--- src/rtl/serial_rx_pkg.sv ---
package serial_rx_pkg;
    typedef enum logic [2:0] {
        ST_IDLE,
        ST_START,
        ST_DATA,
        ST_PAR,
        ST_STOP
    } rx_state_e;
endpackage

--- src/rtl/rx_line_sync.sv ---
module rx_line_sync #(
    parameter int STAGES = 2
) (
    input  logic clk,
    input  logic rst_n,
    input  logic line_in,
    output logic line_s,
    output logic fall
);
    typedef struct packed {
        logic [STAGES-1:0] sh;
        logic              prev;
    } sync_t;

    sync_t q, d;

    always_comb begin
        d      = q;
        d.sh   = {q.sh[STAGES-2:0], line_in};
        d.prev = q.sh[STAGES-1];
    end

    always_ff @(posedge clk or negedge rst_n) begin
        if (!rst_n) q <= '1;
        else        q <= d;
    end

    assign line_s = q.sh[STAGES-1];
    assign fall   = q.prev & ~q.sh[STAGES-1];
endmodule

--- src/rtl/rx_frame_engine.sv ---
module rx_frame_engine
    import serial_rx_pkg::*;
#(
    parameter int DATA_W = 8,
    parameter int OSR    = 16,
    parameter int CNT_W  = 8
) (
    input  logic              clk,
    input  logic              rst_n,
    input  logic              armed,
    input  logic              os_tick,
    input  logic              line_s,
    input  logic              fall,
    input  logic [CNT_W-1:0]  cmp,
    input  logic              par_en,
    input  logic              par_odd,
    output logic              frm_done,
    output logic [DATA_W-1:0] frm_data,
    output logic              frm_perr,
    output logic              frm_ferr
);
    localparam int IDX_W = $clog2(DATA_W);
    localparam logic [IDX_W-1:0] IDX_LAST = IDX_W'(DATA_W - 1);
    localparam logic [CNT_W-1:0] BIT_LAST = CNT_W'(OSR - 1);

    typedef struct packed {
        rx_state_e         st;
        logic [CNT_W-1:0]  cnt;
        logic [IDX_W-1:0]  bidx;
        logic [DATA_W-1:0] sh;
        logic              pbit;
    } eng_t;

    eng_t q, d;
    logic bit_pt;

    assign bit_pt = os_tick && (q.cnt == BIT_LAST);

    always_comb begin
        d        = q;
        frm_done = 1'b0;
        if (!armed) begin
            d.st  = ST_IDLE;
            d.cnt = '0;
        end else begin
            if (os_tick && q.st != ST_IDLE && q.st != ST_START)
                d.cnt = bit_pt ? '0 : q.cnt + 1'b1;
            case (q.st)
                ST_IDLE: if (fall) begin
                    d.st  = ST_START;
                    d.cnt = '0;
                end
                ST_START: if (os_tick) begin
                    if (q.cnt == cmp) begin
                        d.cnt  = '0;
                        d.bidx = '0;
                        d.st   = line_s ? ST_IDLE : ST_DATA;
                    end else begin
                        d.cnt = q.cnt + 1'b1;
                    end
                end
                ST_DATA: if (bit_pt) begin
                    d.sh = {line_s, q.sh[DATA_W-1:1]};
                    if (q.bidx == IDX_LAST) d.st = par_en ? ST_PAR : ST_STOP;
                    else                    d.bidx = q.bidx + 1'b1;
                end
                ST_PAR: if (bit_pt) begin
                    d.pbit = line_s;
                    d.st   = ST_STOP;
                end
                ST_STOP: if (bit_pt) begin
                    frm_done = 1'b1;
                    d.st     = ST_IDLE;
                end
                default: d.st = ST_IDLE;
            endcase
        end
    end

    always_ff @(posedge clk or negedge rst_n) begin
        if (!rst_n) q <= '{st: ST_IDLE, default: '0};
        else        q <= d;
    end

    assign frm_data = q.sh;
    assign frm_ferr = ~line_s;
    assign frm_perr = par_en & (^q.sh ^ q.pbit ^ par_odd);

    p_reject_high_r2: assert property (@(posedge clk) disable iff (!rst_n)
        armed && q.st == ST_START && os_tick && q.cnt == cmp && line_s |=> q.st == ST_IDLE);
    p_disarm_idle_r10: assert property (@(posedge clk) disable iff (!rst_n)
        !armed |=> q.st == ST_IDLE && !frm_done);
    p_cnt_bound_r12: assert property (@(posedge clk) disable iff (!rst_n)
        q.st == ST_DATA || q.st == ST_PAR || q.st == ST_STOP |-> q.cnt <= BIT_LAST);
    p_no_idle_done_r1: assert property (@(posedge clk) disable iff (!rst_n)
        q.st == ST_IDLE |-> !frm_done);
endmodule

--- src/rtl/rx_hold_regs.sv ---
module rx_hold_regs #(
    parameter int DATA_W = 8
) (
    input  logic              clk,
    input  logic              rst_n,
    input  logic              pwr_en,
    input  logic              frm_done,
    input  logic [DATA_W-1:0] frm_data,
    input  logic              frm_perr,
    input  logic              frm_ferr,
    input  logic              rd_stb,
    output logic [DATA_W-1:0] rx_data,
    output logic              rx_irq,
    output logic              err_parity,
    output logic              err_frame,
    output logic              err_overrun
);
    typedef struct packed {
        logic [DATA_W-1:0] data;
        logic              full;
        logic              perr;
        logic              ferr;
        logic              ovr;
        logic              irq;
    } hold_t;

    hold_t q, d;

    always_comb begin
        d     = q;
        d.irq = frm_done;
        if (rd_stb) begin
            d.full = 1'b0;
            d.perr = 1'b0;
            d.ferr = 1'b0;
            d.ovr  = 1'b0;
        end
        if (frm_done) begin
            d.perr = d.perr | frm_perr;
            d.ferr = d.ferr | frm_ferr;
            if (d.full) begin
                d.ovr = 1'b1;
            end else begin
                d.data = frm_data;
                d.full = 1'b1;
            end
        end
        if (!pwr_en) begin
            d.full = 1'b0;
            d.perr = 1'b0;
            d.ferr = 1'b0;
            d.ovr  = 1'b0;
            d.irq  = 1'b0;
        end
    end

    always_ff @(posedge clk or negedge rst_n) begin
        if (!rst_n) q <= '0;
        else        q <= d;
    end

    assign rx_data     = q.data;
    assign rx_irq      = q.irq;
    assign err_parity  = q.perr;
    assign err_frame   = q.ferr;
    assign err_overrun = q.ovr;

    p_irq_pulse_r4: assert property (@(posedge clk) disable iff (!rst_n)
        rx_irq |=> !rx_irq);
    p_irq_with_data_r4: assert property (@(posedge clk) disable iff (!rst_n)
        frm_done && pwr_en && !q.full |=> rx_irq && rx_data == $past(frm_data));
    p_ovr_keep_r7: assert property (@(posedge clk) disable iff (!rst_n)
        frm_done && pwr_en && q.full && !rd_stb |=> $stable(rx_data) && err_overrun);
    p_read_clear_r8: assert property (@(posedge clk) disable iff (!rst_n)
        rd_stb && !frm_done |=> !err_overrun && !err_parity && !err_frame);
    p_pwr_clear_r10: assert property (@(posedge clk) disable iff (!rst_n)
        !pwr_en |=> !err_overrun && !err_parity && !err_frame && !rx_irq);
endmodule

--- src/rtl/serial_rx_unit.sv ---
module serial_rx_unit #(
    parameter int DATA_W      = 8,
    parameter int OSR         = 16,
    parameter int CNT_W       = 8,
    parameter int SYNC_STAGES = 2
) (
    input  logic              clk,
    input  logic              rst_n,
    input  logic              pwr_en,
    input  logic              rx_en,
    input  logic              par_en,
    input  logic              par_odd,
    input  logic [CNT_W-1:0]  start_cmp,
    input  logic              os_tick,
    input  logic              rx_line,
    input  logic              rd_stb,
    output logic [DATA_W-1:0] rx_data,
    output logic              rx_irq,
    output logic              err_parity,
    output logic              err_frame,
    output logic              err_overrun
);
    logic              line_s, fall, armed;
    logic              frm_done, frm_perr, frm_ferr;
    logic [DATA_W-1:0] frm_data;

    assign armed = pwr_en & rx_en;

    rx_line_sync #(.STAGES(SYNC_STAGES)) u_sync (
        .clk(clk), .rst_n(rst_n), .line_in(rx_line),
        .line_s(line_s), .fall(fall)
    );

    rx_frame_engine #(.DATA_W(DATA_W), .OSR(OSR), .CNT_W(CNT_W)) u_eng (
        .clk(clk), .rst_n(rst_n), .armed(armed), .os_tick(os_tick),
        .line_s(line_s), .fall(fall), .cmp(start_cmp),
        .par_en(par_en), .par_odd(par_odd),
        .frm_done(frm_done), .frm_data(frm_data),
        .frm_perr(frm_perr), .frm_ferr(frm_ferr)
    );

    rx_hold_regs #(.DATA_W(DATA_W)) u_hold (
        .clk(clk), .rst_n(rst_n), .pwr_en(pwr_en),
        .frm_done(frm_done), .frm_data(frm_data),
        .frm_perr(frm_perr), .frm_ferr(frm_ferr), .rd_stb(rd_stb),
        .rx_data(rx_data), .rx_irq(rx_irq), .err_parity(err_parity),
        .err_frame(err_frame), .err_overrun(err_overrun)
    );
endmodule

--- config.mk ---
export PLATFORM = sky130hd
export DESIGN_NAME = serial_rx_unit
export DESIGN_NICKNAME = d
export VERILOG_FILES = /design/src/rtl/serial_rx_pkg.sv /design/src/rtl/rx_line_sync.sv /design/src/rtl/rx_frame_engine.sv /design/src/rtl/rx_hold_regs.sv /design/src/rtl/serial_rx_unit.sv
export SDC_FILE = /design/constraint.sdc
export NUM_CORES = 1
export LEC_CHECK = 0
export ABC_AREA = 1
export ABC_CLOCK_PERIOD_IN_PS = 3240
export BUFFER_PORTS_ARGS = -buffer_cell sky130_fd_sc_hd__buf_2
export CELL_PAD_IN_SITES_DETAIL_PLACEMENT = 1
export CELL_PAD_IN_SITES_GLOBAL_PLACEMENT = 2
export CORE_MARGIN = 4
export CORE_UTILIZATION = 36
export DETAILED_ROUTE_END_ITERATION = 7
export HOLD_SLACK_MARGIN = 0.06
export PLACE_DENSITY = 0.94
export SLEW_MARGIN = 20
export SYNTH_ARGS = -nofsm -noshare
export SYNTH_HDL_FRONTEND = slang
export SYNTH_SLANG_ARGS = --single-unit
--- constraint.sdc ---
create_clock -name clk -period 3.24 [get_ports clk]
set_input_delay 0.486 -clock clk [delete_from_list [all_inputs] [get_ports clk]]
set_output_delay 0.486 -clock clk [all_outputs]
set_load 0.05 [all_outputs]
# Word-level counts from Yosys, hierarchy flattened
# Index checks and enable logic that the tools add are counted.
# op_classes
n_addsub	2
n_bitwise	9
n_mux	26
eq_ne	19
reduce_logical	12
# op_table
cell	n
two-way mux 11 bit	3
two-way mux 3 bit	8
two-way mux 8 bit	3
!= test 3 bit, second input constant	7
one-hot mux 8 bit (2 select lines)	1
one-hot mux 3 bit (5 select lines)	1
two-way mux 14 bit	1
adder 8 x 1 -> 8 bit, second input constant	1
equality test 8 x 4 -> 1 bit, second input constant	1
equality test 8 bit	1
two-way mux 4 bit	2
parity 8 bit	1
AND reduction 7 bit	1
equality test 3 x 2 -> 1 bit, second input constant	2
equality test 3 bit, second input constant	2
one-hot mux 3 bit (2 select lines)	1
AND reduction 3 bit	2
AND reduction 6 bit	1
two-way mux 5 bit	1
two-way mux 1 bit	4
!= test 2 x 1 -> 1 bit, second input constant	2
!= test 2 bit, second input constant	2
adder 3 x 1 -> 3 bit, second input constant	1
bitwise AND 1 bit	3
other kinds (11)	16
# totals
elab_cells	81
out_inout_bits	12
reg_bits	39

# Logic depth before layout (Yosys ltp)
# depth
depth_word	7
depth_mapped	12

# By module
# A second synthesis with hierarchy kept.
# unflattened
hier_cells	318
hier_area_um2	2407.3
# by_module_without_submodules
module	area_per_inst_um2	n_inst	cells_each
rx_frame_engine	1731.7	1	249
rx_hold_regs	579.3	1	62
rx_line_sync	88.8	1	5
serial_rx_unit	7.5	1	2

# Worst setup path before layout
# Ideal clock, no wire load.
# synth_path
path_type	register to register
start	reg u_eng.q[12] (netlist name)
end	reg u_hold.q, in the netlist u_hold.rx_data[6]
setup_time_ns	0.117
path_buffers	1
slack_ns	1.697
stages_incl_launch_ff	12
arrival_time_ns	1.426
period_less_slack_ns	1.543
path_cell_list	dfrtp_1 -> ha_1 -> nand2_2 -> nor2_2 -> nand2_2 -> nor2_4 -> nand2_4 -> clkinv_2 -> nand2_4 -> buf_6 -> nand2_2 -> o21ai_2
# synth_via
elab_chain_len	6
# synth_lines
element	line	rtl
from (decl)	rx_frame_engine.sv:34	eng_t q, d;
from (signal assigned)	rx_frame_engine.sv:81	if (!rst_n) q <= '{st: ST_IDLE, default: '0};
from (signal assigned)	rx_frame_engine.sv:82	else q <= d;
equality test 8 x 4 -> 1 bit	rx_frame_engine.sv:37	assign bit_pt = os_tick && (q.cnt == BIT_LAST);
logical AND 1 bit	rx_frame_engine.sv:37	
two-way mux 1 bit	rx_frame_engine.sv:71	ST_STOP: if (bit_pt) begin
two-way mux 1 bit	rx_frame_engine.sv:48	case (q.st)
two-way mux 1 bit	rx_frame_engine.sv:42	if (!armed) begin
AND reduction 2 bit (no source line)	n/a	
to (signal assigned)	rx_hold_regs.sv:58	if (!rst_n) q <= '0;
to (signal assigned)	rx_hold_regs.sv:59	else q <= d;
to (decl)	rx_hold_regs.sv:27	hold_t q, d;
# Every way passes these cells.
# A chain may end at the register's enable or synchronous reset.

# Worst setup path after layout
# layout_path
start	reg u_eng.q[13] (netlist name)
end	reg u_eng.q[9] (netlist name)
# layout_via
elab_chain_len	4
elab_cells_between_ends	6
cone_classes	eq/ne: 4; reduce/logical: 2
# layout_lines
element	line
equality test 8 x 4 -> 1 bit	rx_frame_engine.sv:37
logical AND 1 bit	rx_frame_engine.sv:37
!= test 2 x 1 -> 1 bit (no source line)	n/a
AND reduction 6 bit (no source line) *	n/a
# Mark *: on every way between the ends. The rest lies on a longest branch, timed or not.

==> impl_metrics.env <==
export IMPL_synth_edf_count=0
export IMPL_worst_slew_pin_slew_ns=0.8781
export IMPL_die_area_um2=7547
export IMPL_area_growth_pct=12.68
export IMPL_synth_area_um2=2240
export IMPL_p_sw_w=0.0002064
export IMPL_p_int_w=0.0008162
export IMPL_rsz0062_at_grt="no"
export IMPL_drive_gt1_frac=0.2006
export IMPL_antenna_found_initial=0
export IMPL_globalRouteOverflowTotal=0
export IMPL_clk_latency_ns=0.29
export IMPL_worst_ir_drop_vdd_mv=0.1633
export IMPL_cts_reportedPaths_clkPinSlew_ns=0.07
export IMPL_synth_top_flop_cell="dfrtp_1"
export IMPL_firstDrtPassIters=4
export IMPL_core_area_um2=5991
export IMPL_synth_common_cells="95 x nand2_1, 36 x dfrtp_1, 36 x inv_1"
export IMPL_synth_net_count=308
export IMPL_grt_total_usage=0.1474
export IMPL_post_route_min_period_ns=1.791
export IMPL_grt_busiest_layer="met2"
export IMPL_ioPinCount=29
export IMPL_status="complete, no violations"
export IMPL_place_gp_congestion=0.8276
export IMPL_drcViolationCount=0
export IMPL_finClkSkew_ns=0.004697
export IMPL_ys_types=30
export IMPL_cts_setup_buffers=0
export IMPL_initial_utilization=0.3739
export IMPL_gr_usage_met3=0.03122
export IMPL_reg2reg_setup_slack_ns=1.45
export IMPL_hold_class="input port to flop"
export IMPL_start_kind="flop"
export IMPL_place_port_buffers=28
export IMPL_min_period_over_period=0.5526
export IMPL_async_reset_ff_frac=1.000
export IMPL_grt_util_met1=0.1950
export IMPL_num_vias=1902
export IMPL_die_h_um=86.88
export IMPL_slew_headroom=0.4146
export IMPL_cts_buffer_depth=2
export IMPL_clock_fmax_mhz=558.5
export IMPL_layout_nets=333
export IMPL_routed_via_density=4.889
export IMPL_seq_area_frac_synth=0.4374
export IMPL_synth_seq_cells=39
export IMPL_hold_violations=0
export IMPL_ctsHoldBuffers=0
export IMPL_grt_pass1_wl_um=8845
export IMPL_h_tree_depth=2
export IMPL_combPwrFrac=0.055
export IMPL_leakagePower_nw=1.258
export IMPL_slew_violations=0
export IMPL_clock_sink_count=39
export IMPL_required_ns=3.42
export IMPL_synth_warnings=0
export IMPL_finalPower_w=0.001023
export IMPL_wl_per_cell_um=12.81
export IMPL_cts_resized=0
export IMPL_hpwl_um=3808
export IMPL_place_area_um2=2391
export IMPL_cts_tree="built"
export IMPL_fin_area_um2=2524
export IMPL_grt_use_met2=0.2388
export IMPL_p_per_area_nw_per_um2=405.2
export IMPL_p_clk_frac=0.464
export IMPL_die_w_um=86.88
export IMPL_netlist_instances=288
export IMPL_ant_nets=0
export IMPL_max_cap_viol_count=0
export IMPL_crit_type="flop to flop"
export IMPL_cp_end_kind="flop"
export IMPL_cts_root_buf="clkbuf_8"
export IMPL_drt_iter0_drc=67
export IMPL_finalSetupTns_ns=0
export IMPL_core_rowCount=28
export IMPL_seq_power_share=0.481
export IMPL_cts_buffers=5
export IMPL_yosysMostFrequentCell="nand2_1"
export IMPL_cp_max_fo=6
export IMPL_grt_pass1_vias=1974
export IMPL_n_antenna_cell=0
export IMPL_yosysTopAreaCell="dfrtp_1"
export IMPL_grt_max_degree=40
export IMPL_synth_area_leaders="dfrtp_1 40%, nand2_1 16%, inv_1 6.0%, nand3_1 3.8%, dfstp_2 3.5%"
export IMPL_yosysTopAreaCellShare=0.4022
export IMPL_totalWireLength_um=4982
export IMPL_avgSynthCellArea_um2=7.777
export IMPL_switching_share=0.2019
export IMPL_crit_arrival_ns=1.97
export IMPL_finalSetupViolCount=0
[registers in the layout, summed over array words and instances (netlist names)]
signal              flops
u_eng.q                15
u_sync.q                1
u_sync.d                1
u_hold.err_parity       1
u_sync.line_s           1
u_hold.err_frame        1
u_hold.err_overrun      1
u_hold.q                1
u_eng.frm_data          8
u_hold.rx_irq           1
u_hold.rx_data          8
[cells in the final DEF (no fill, tap or decap), drive strengths merged]
cell    synthesis  layout
nand3          17      17
nor3            3       3
a21oi          10      10
o21ai          24      24
o211ai          2       2
dfrtp          36      36
dfstp           3       3
bufinv          0       2
clkbuf          0       6
o31ai           1       1
inv            37      37
xor2            4       4
or2             1       1
xnor2           7       7
nand2         103     103
nand4           2       2
clkinv          1       1
nand3b          2       2
a31oi           2       2
ha              3       3
buf            10      28
nor2           20      20
[cells by family (layout without fill, tap and decap cells)]
logic type	after synthesis	count (layout)	share of synthesized area
AO/OA/AOI/OAI	39	39	0.1106
XOR/XNOR	11	11	0.04302
adder cells (fa/ha/maj)	3	3	0.01676
buffers and inverters	48	74	0.1011
flip-flops	39	39	0.4374
AND/OR/NAND/NOR	148	148	0.2911
[cell type report]
type / instances / area, um2
sequential: 39 / 979.7
tap: 75 / 93.84
multi-input combinational: 201 / 1033
clock inverter: 2 / 60.06
clock buffer: 6 / 72.57
timing repair buffer: 28 / 140.1
inverter: 38 / 143.9
fill: 762 / 3467
[routing by layer]
metal	wire (um)	up-vias
met5	0	-
met4	102	0
met3	144	10
met2	2404	22
met1	2331	921
li1	-	949
[final timing paths]
path                                     end  cells past startpoint         from
max                               u_eng.q[9]                     10  u_eng.q[13]
min                              u_sync.d[2]                      1      rx_line
max reg2reg                       u_eng.q[9]                     10  u_eng.q[13]
min reg2reg                    u_sync.line_s                      0  u_sync.d[2]
max in group asynchronous        u_eng.q[12]                      1        rst_n
min in group asynchronous  u_eng.frm_data[2]                      1        rst_n
[per-stage QoR]
step	setup slack [ns]	cells	utilization	hold slack (ns)
finish	1.449	389	0.4213	0.2891
global route	1.255	389	0.4213	0.2808
CTS	1.454	389	0.4213	0.2791
detailed placement	1.352	381	0.3991	0.3487
global placement	1.486	381	0.3991	0.3453
floorplan	1.697	288	-	0.1904
[worst max-delay path, stage by stage (launching register included)]
cell,delay [ns]
dfrtp_1,0.42
ha_1,0.21
nand2_2,0.09
nor2_2,0.10
nand2_2,0.08
nor2_4,0.26
a21oi_1,0.11
nor2_1,0.11
nand2_1,0.15
nand2_1,0.09
o21ai_1,0.06
[power groups by stage]
| stage | clock network (W) | registers, W | logic, W |
|---|---|---|---|
| 6_report | 0.000474 | 0.000492 | 0.0000565 |
| 5_1_grt | 0.000518 | 0.000492 | 0.0000653 |
| 4_1_cts | 0.000491 | 0.000492 | 0.0000580 |
| 3_5_place_dp | 0 | 0.000501 | 0.0000576 |
| 3_3_place_gp | 0 | 0.000501 | 0.0000561 |
| 2_1_floorplan | 0 | 0.000501 | 0.0000273 |
No activity file was read; power rests on OpenSTA's default activity.
